## config.mk

```make
export PLATFORM = sky130hd
export DESIGN_NAME = simd_lane_adder
export DESIGN_NICKNAME = d
export VERILOG_FILES = /design/src/rtl/simd_lane_adder.sv
export SDC_FILE = /design/constraint.sdc
export NUM_CORES = 1
export LEC_CHECK = 0
export BUFFER_PORTS_ARGS = -buffer_cell sky130_fd_sc_hd__buf_2
export CORE_MARGIN = 10
export CORE_UTILIZATION = 30
export CTS_CLUSTER_DIAMETER = 120
export CTS_CLUSTER_SIZE = 8
export DETAILED_ROUTE_END_ITERATION = 6
export PLACE_DENSITY = 0.62
export SLEW_MARGIN = 20
export SYNTH_ARGS = -nofsm -noshare
export SYNTH_HDL_FRONTEND = slang
export SYNTH_SLANG_ARGS = --single-unit
```

## constraint.sdc

```tcl
create_clock -name clk -period 0.8 [get_ports clk]
set_clock_uncertainty 0.2 [all_clocks]
set_input_delay 0 -clock clk [delete_from_list [all_inputs] [get_ports clk]]
set_output_delay 0 -clock clk [all_outputs]
set_load 0.05 [all_outputs]
```

## src/rtl/simd_lane_adder.sv

```systemverilog
module simd_lane_adder #(
  parameter int WIDTH   = 64,
  parameter bit REG_OUT = 1'b1
) (
  input  logic               clk,
  input  logic               rst_n,
  input  logic [1:0]         mode_i,
  input  logic               sub_i,
  input  logic [WIDTH-1:0]   a_i,
  input  logic [WIDTH-1:0]   b_i,
  output logic [WIDTH-1:0]   sum_o,
  output logic [WIDTH/8-1:0] carry_o
);
  localparam int NB   = WIDTH / 8;
  localparam int HALF = WIDTH / 2;

  logic [NB-1:0]    lane_lo, lane_hi, cin, cout;
  logic [WIDTH-1:0] comb_sum;
  logic [NB-1:0]    comb_carry;

  for (genvar k = 0; k < NB; k++) begin : g_byte
    logic [8:0] part;

    assign lane_lo[k] = (k == 0) || (mode_i == 2'b00) ||
                        (mode_i == 2'b01 && (k % 2) == 0) ||
                        (mode_i == 2'b10 && (k % (NB/2)) == 0);
    assign lane_hi[k] = (k == NB-1) || (mode_i == 2'b00) ||
                        (mode_i == 2'b01 && (k % 2) == 1) ||
                        (mode_i == 2'b10 && (k % (NB/2)) == (NB/2)-1);

    if (k == 0) begin : g_first
      assign cin[k] = sub_i;
    end else begin : g_rest
      assign cin[k] = lane_lo[k] ? sub_i : cout[k-1];
    end

    assign part = {1'b0, a_i[8*k +: 8]} + {1'b0, b_i[8*k +: 8] ^ {8{sub_i}}} + {8'd0, cin[k]};
    assign comb_sum[8*k +: 8] = part[7:0];
    assign cout[k]            = part[8];
    assign comb_carry[k]      = lane_hi[k] & cout[k];

    assert_byte_lane_R3: assert property (@(posedge clk) disable iff (!rst_n)
      (mode_i == 2'b00) |-> comb_sum[8*k +: 8] ==
        (sub_i ? a_i[8*k +: 8] - b_i[8*k +: 8] : a_i[8*k +: 8] + b_i[8*k +: 8]));
  end

  for (genvar j = 0; j < NB/2; j++) begin : g_half
    assert_half_lane_R4: assert property (@(posedge clk) disable iff (!rst_n)
      (mode_i == 2'b01) |-> comb_sum[16*j +: 16] ==
        (sub_i ? a_i[16*j +: 16] - b_i[16*j +: 16] : a_i[16*j +: 16] + b_i[16*j +: 16]));
  end

  for (genvar w = 0; w < 2; w++) begin : g_word
    assert_word_lane_R5: assert property (@(posedge clk) disable iff (!rst_n)
      (mode_i == 2'b10) |-> comb_sum[HALF*w +: HALF] ==
        (sub_i ? a_i[HALF*w +: HALF] - b_i[HALF*w +: HALF] : a_i[HALF*w +: HALF] + b_i[HALF*w +: HALF]));
  end

  assert_full_lane_R6: assert property (@(posedge clk) disable iff (!rst_n)
    (mode_i == 2'b11) |-> comb_sum == (sub_i ? a_i - b_i : a_i + b_i));

  assert_borrow_flag_R8: assert property (@(posedge clk) disable iff (!rst_n)
    (mode_i == 2'b11 && sub_i) |-> comb_carry[NB-1] == (a_i >= b_i));

  assert_unused_carry_R9: assert property (@(posedge clk) disable iff (!rst_n)
    (mode_i == 2'b11) |-> comb_carry[NB-2:0] == '0);

  if (REG_OUT) begin : g_reg
    always_ff @(posedge clk or negedge rst_n) begin
      if (!rst_n) begin
        sum_o   <= '0;
        carry_o <= '0;
      end else begin
        sum_o   <= comb_sum;
        carry_o <= comb_carry;
      end
    end

    assert_latency_R2: assert property (@(posedge clk) disable iff (!rst_n)
      $past(rst_n) |-> ##0 1'b1 ##1 (sum_o == $past(comb_sum) && carry_o == $past(comb_carry)));
  end else begin : g_comb
    assign sum_o   = comb_sum;
    assign carry_o = comb_carry;
  end
endmodule

```

# Word level (Yosys, flattened, before mapping)
# Cells that the tools add are included.
# totals
output_inout_bits	72
word_cells	45
ff_bits	72
# classes
n_reduce_logical	3
mux	7
n_eq_ne	2
n_bitwise	15
n_addsub	16
# ops
op	count
$add A8 B8 Y9	8
$add A9 B1 Y9	8
$xor A8 B8 Y8	8
$and A1 B1 Y1	7
$mux W1	7
$eq A2 B1 Y1 const B	1
$eq A2 B2 Y1 const B	1
$logic_not A2 Y1	1
$logic_or A1 B1 Y1	2

# Logic depth before layout (Yosys ltp)
# logic_depth
depth_word	17
ltp_mapped	60

# Least setup slack after synthesis
# Ideal clock, no wire load.
# synth_timing
path_kind	input port to flip-flop
startpoint	input sub_i
endpoint	register sum_o[62]
arrival_ps	11622
cell_stages	60
setup_ps	123
path_buffers	3
setup_slack_ps	-11145
cell_sequence	clkbuf_1 buf_2 buf_2 xor2_1 ha_1 nor2b_1 o21ai_0 a21oi_1 o311ai_2 a31o_2 fa_1 fa_1 nor2b_4 o31a_1 o311a_1 a211oi_2 a21o_1 fa_1 (+24 left out) nor3_1 o21ai_0 a31oi_1 a21o_1 fa_1 fa_1 nor2b_1 o21ai_1 a21boi_0 o31ai_1 a31oi_1 fa_1 fa_1 a21o_1 a21oi_1 o21ai_0 nor2_1 xnor2_1
# synth_via
elab_chain_cells	17
elab_cells_between_ends	31
classes_between	16 x add/sub; 7 x mux; 8 x bitwise
# synth_lines
item	line	rtl
start, declared	8	input logic sub_i,
$xor A8 B8 Y8	37	assign part = {1'b0, a_i[8*k +: 8]} + {1'b0, b_i[8*k +: 8] ^ {8{sub_i}}} + {8'd0, cin[k]};
$add A8 B8 Y9	37	
$add A9 B1 Y9	37	
$mux W1	34	assign cin[k] = lane_lo[k] ? sub_i : cout[k-1];
$add A9 B1 Y9	37	
$mux W1	34	
$add A9 B1 Y9	37	
$mux W1	34	
(+2 left out)	n/a	
$add A9 B1 Y9	37	
$mux W1	34	
$add A9 B1 Y9	37	
$mux W1	34	
$add A9 B1 Y9	37	
$mux W1	34	
$add A9 B1 Y9 (*)	37	
via g_byte[7].part[6]	22	logic [8:0] part;
end signal, assigned	74	sum_o <= comb_sum;
end, declared	11	output logic [WIDTH-1:0] sum_o,
# Mark *: on every way through the listed nets, which the timed path passes. The rest lies on a longest branch.

# Final worst setup path
# layout_timing
startpoint	input b_i[1]
endpoint	register sum_o[62]
# layout_via
elab_chain_cells	17
# layout_lines
item	line	rtl
start, declared	10	input logic [WIDTH-1:0] b_i,
$xor A8 B8 Y8	37	
$add A8 B8 Y9	37	
$add A9 B1 Y9	37	
$mux W1	34	
$add A9 B1 Y9	37	
$mux W1	34	
$add A9 B1 Y9	37	
$mux W1	34	
(+2 left out)	n/a	
$add A9 B1 Y9	37	
$mux W1	34	
$add A9 B1 Y9	37	
$mux W1	34	
$add A9 B1 Y9	37	
$mux W1	34	
$add A9 B1 Y9	37	
via g_byte[7].part[6]	22	
# The timed path passes the listed nets, and every way through them passes these cells.

==> flow_metrics.tcl <==
set metrics [dict create \
    rsz0062_at_grt "true" \
    area.growth.synth_to_final_pct 73.5 \
    dieArea_um2 22500 \
    final_cells 1073 \
    drive_gt1_share_pct 54.2 \
    endpoint_kind "flop" \
    finalWeightedCongestion 0.830 \
    synth_area_um2 5060 \
    period_needed_ns 10.80 \
    rows 47 \
    antenna_found_initial 3 \
    start_util_pct 30.5 \
    final_nets 1050 \
    synthArstFlopShare_pct 100 \
    design.core.area_um2 16600 \
    die_h_um 150 \
    maxCapViolCount 0 \
    synth_seq_cells 72 \
    whs_ns -0.242 \
    top_layer "met5" \
    firstDrtPassIters 4 \
    cts_root_buffer "clkbuf_16" \
    wirelength_mm 16.5 \
    cp_max_fo 2 \
    yosysWarnings 0 \
    cts_htree_levels 3 \
    synth_edf_count 0 \
    synth_cell_types 47 \
    tightest_slew_ns 0.411 \
    status "complete, but fails checks" \
    syn-num-nets 690 \
    slowest_stage "fa_2" \
    seq_area_frac_synth_pct 35.6 \
    wire_per_inst_um 15.3 \
    final_hold_viol_count 100 \
    pin_count 205 \
    p_per_area_nw_per_um2 2510 \
    cts_tree "built" \
    syn_avg_cell_area_um2 10.4 \
    grt_pass1_wl_mm 25.2 \
    hpwl_mm 13.2 \
    final_util_pct 52.9 \
    drv_slew 0 \
    setup_viol 143 \
    cts.path.max_buffers 2 \
    critPathArrivalTime_ns 10.83 \
    grt_pass1_vias 4977 \
    ant_nets 0 \
    finalWorstSetupSlack_ns -10.00 \
    finalPower_mw 22.0 \
    syn_inst 486 \
    start_kind "primary input" \
    pre_cts_ws_ns -10.83 \
    relSlewSlack_pct 72.6 \
    viasPerCell 4.37 \
    hold_buffers 1 \
    leakage_nw 4.38 \
    grt_max_degree 43 \
    fmax_ghz 0.0926 \
    worst_path_most_repeated_cell "fa_2" \
    hp-class "in -> reg" \
    drt_first_iter_violations 95 \
    violations "negative hold slack, negative setup slack" \
    clock-sinks 72 \
    drcViolationCount 0 \
    ys.flop_type "dfrtp_1" \
    clkTransAtPathRegs_ns 0.06 \
    vdd_drop_max_mv 1.37 \
    vias 4685 \
    crit_required_ns 0.83 \
    grtUsageTotal_pct 14.2 \
    wl_met2_mm 8.22 \
    criticalPathCategory "in -> reg" \
    grt-ovfl-total 0 \
    chipWidth_um 150 \
    dr_wl_met3_mm 1.23 \
    numCtsBuffers 9 \
    period_share_pct 1350 \
    m1WireLength_mm 6.66 \
    tns_ns -393.61 \
    place_inst 1018 \
    cp_slowest_stage_delay_ns 0.40 \
    io_buffers 204 \
]
worst max-delay path: cells and delay by family:
| kind | cells | cell delay [ns] |
|---|---|---|
| AO/OA/AOI/OAI | 30 | 4.19 |
| XOR/XNOR | 2 | 0.29 |
| adder cells (fa/ha/maj) | 15 | 5.04 |
| buffers and inverters | 3 | 0.22 |
| AND/OR/NAND/NOR | 9 | 1.08 |
cell families (layout without fill, tap and decap cells):
| group | after synthesis | in the layout | share of synthesized area, % |
|---|---|---|---|
| AO/OA/AOI/OAI | 98 | 98 | 13.7 |
| XOR/XNOR | 106 | 106 | 18.4 |
| adder cells (fa/ha/maj) | 71 | 71 | 19.8 |
| buffers and inverters | 47 | 412 | 3.66 |
| flip-flops | 72 | 72 | 35.6 |
| multiplexers | 1 | 1 | 0.272 |
| other | 0 | 2 | 0 |
| AND/OR/NAND/NOR | 91 | 91 | 8.58 |
state kept, by name (all words and copies together), names as in the netlist:
register  flops
sum_o        64
carry_o       8
Yosys cell counts, types with 3 or more instances:
| cell | number | area, um^2 |
|---|---|---|
| dfrtp_1 | 72 | 1800 |
| xor2_1 | 68 | 596 |
| ha_1 | 56 | 701 |
| inv_1 | 38 | 143 |
| xnor2_1 | 38 | 333 |
| nor2_1 | 34 | 128 |
| a21oi_1 | 21 | 105 |
| nand2_1 | 16 | 60.1 |
| fa_1 | 15 | 300 |
| o21ai_0 | 15 | 75.1 |
| o21a_1 | 14 | 105 |
| nor2b_1 | 10 | 62.6 |
| nor3_1 | 9 | 45.0 |
| a21o_1 | 8 | 60.1 |
| buf_2 | 7 | 35.0 |
| nand3_1 | 7 | 35.0 |
| and2_1 | 4 | 25.0 |
| o211ai_1 | 4 | 30.0 |
| o31a_1 | 4 | 35.0 |
| or3_1 | 4 | 25.0 |
| a21boi_0 | 3 | 22.5 |
| a31o_2 | 3 | 26.3 |
| o221ai_1 | 3 | 26.3 |
per-stage QoR:
stage                     cell area (um^2)  hold slack (ns)
final                                 8780           -0.242
after global routing                  8780           -0.243
after CTS                             8480           -0.262
after detailed placement              7400           -0.217
after global placement                7400           -0.217
after floorplan                       5140           -0.496
layer usage:
metal	track usage, %	vias to the layer above
met1	16.2	2159
met3	4.56	18
met2	23.9	125
li1	-	2381
met5	0	-
met4	6.41	2
final timing paths:
path                           start                   end  slack (ns)  depth (start not counted)
min in group asynchronous      rst_n   sum_o[16]$_DFF_PN0_       -0.03                          3
worst min-delay path       mode_i[1]  carry_o[5]$_DFF_PN0_       -0.24                          3
worst max-delay path          b_i[1]   sum_o[62]$_DFF_PN0_      -10.00                         59
max in group asynchronous      rst_n    sum_o[7]$_DFF_PN0_        0.18                          3
final cells by class:
class | count | area (um^2)
Antenna cell | 2 | 5.00
Clock buffer | 13 | 260
Clock inverter | 3 | 40.0
Fill cell | 1484 | 7800
Inverter | 38 | 143
Multi-Input combinational cell | 367 | 3440
Sequential cell | 72 | 1800
Tap cell | 220 | 275
Timing Repair Buffer | 358 | 2820
where the power goes:
part / total [mW] / internal [mW] / switching [mW]
Clock: 4.15 / 2.58 / 1.57
Combinational: 12.6 / 5.54 / 7.02
Sequential: 5.29 / 4.70 / 0.592
timing repair:
| action | 4_1_cts | 5_1_grt |
|---|---|---|
| gates resized for setup | 177 | 48 |
| endpoints found under the hold margin | 142 | 80 |
| pin swaps | 49 | 57 |
| setup buffers | 19 | 20 |
| setup endpoints to repair | 143 | 143 |
layout by cell type (no fill, tap or decap), types with 7 or more instances in the layout:
cell and instances:
ha_1 55, inv_2 13, a21o_1 8, buf_4 138
buf_2 128, clkbuf_16 9, inv_1 25, a21oi_2 9
buf_12 11, a21oi_1 12, o21a_1 14, xnor2_1 34
nor3_1 7, xor2_1 67, nor2_1 32, fa_2 15
o21ai_0 9, dfrtp_1 72, buf_6 78, nor2b_4 7
nand2_1 16
Note: power is estimated with default switching activity, not from simulation.
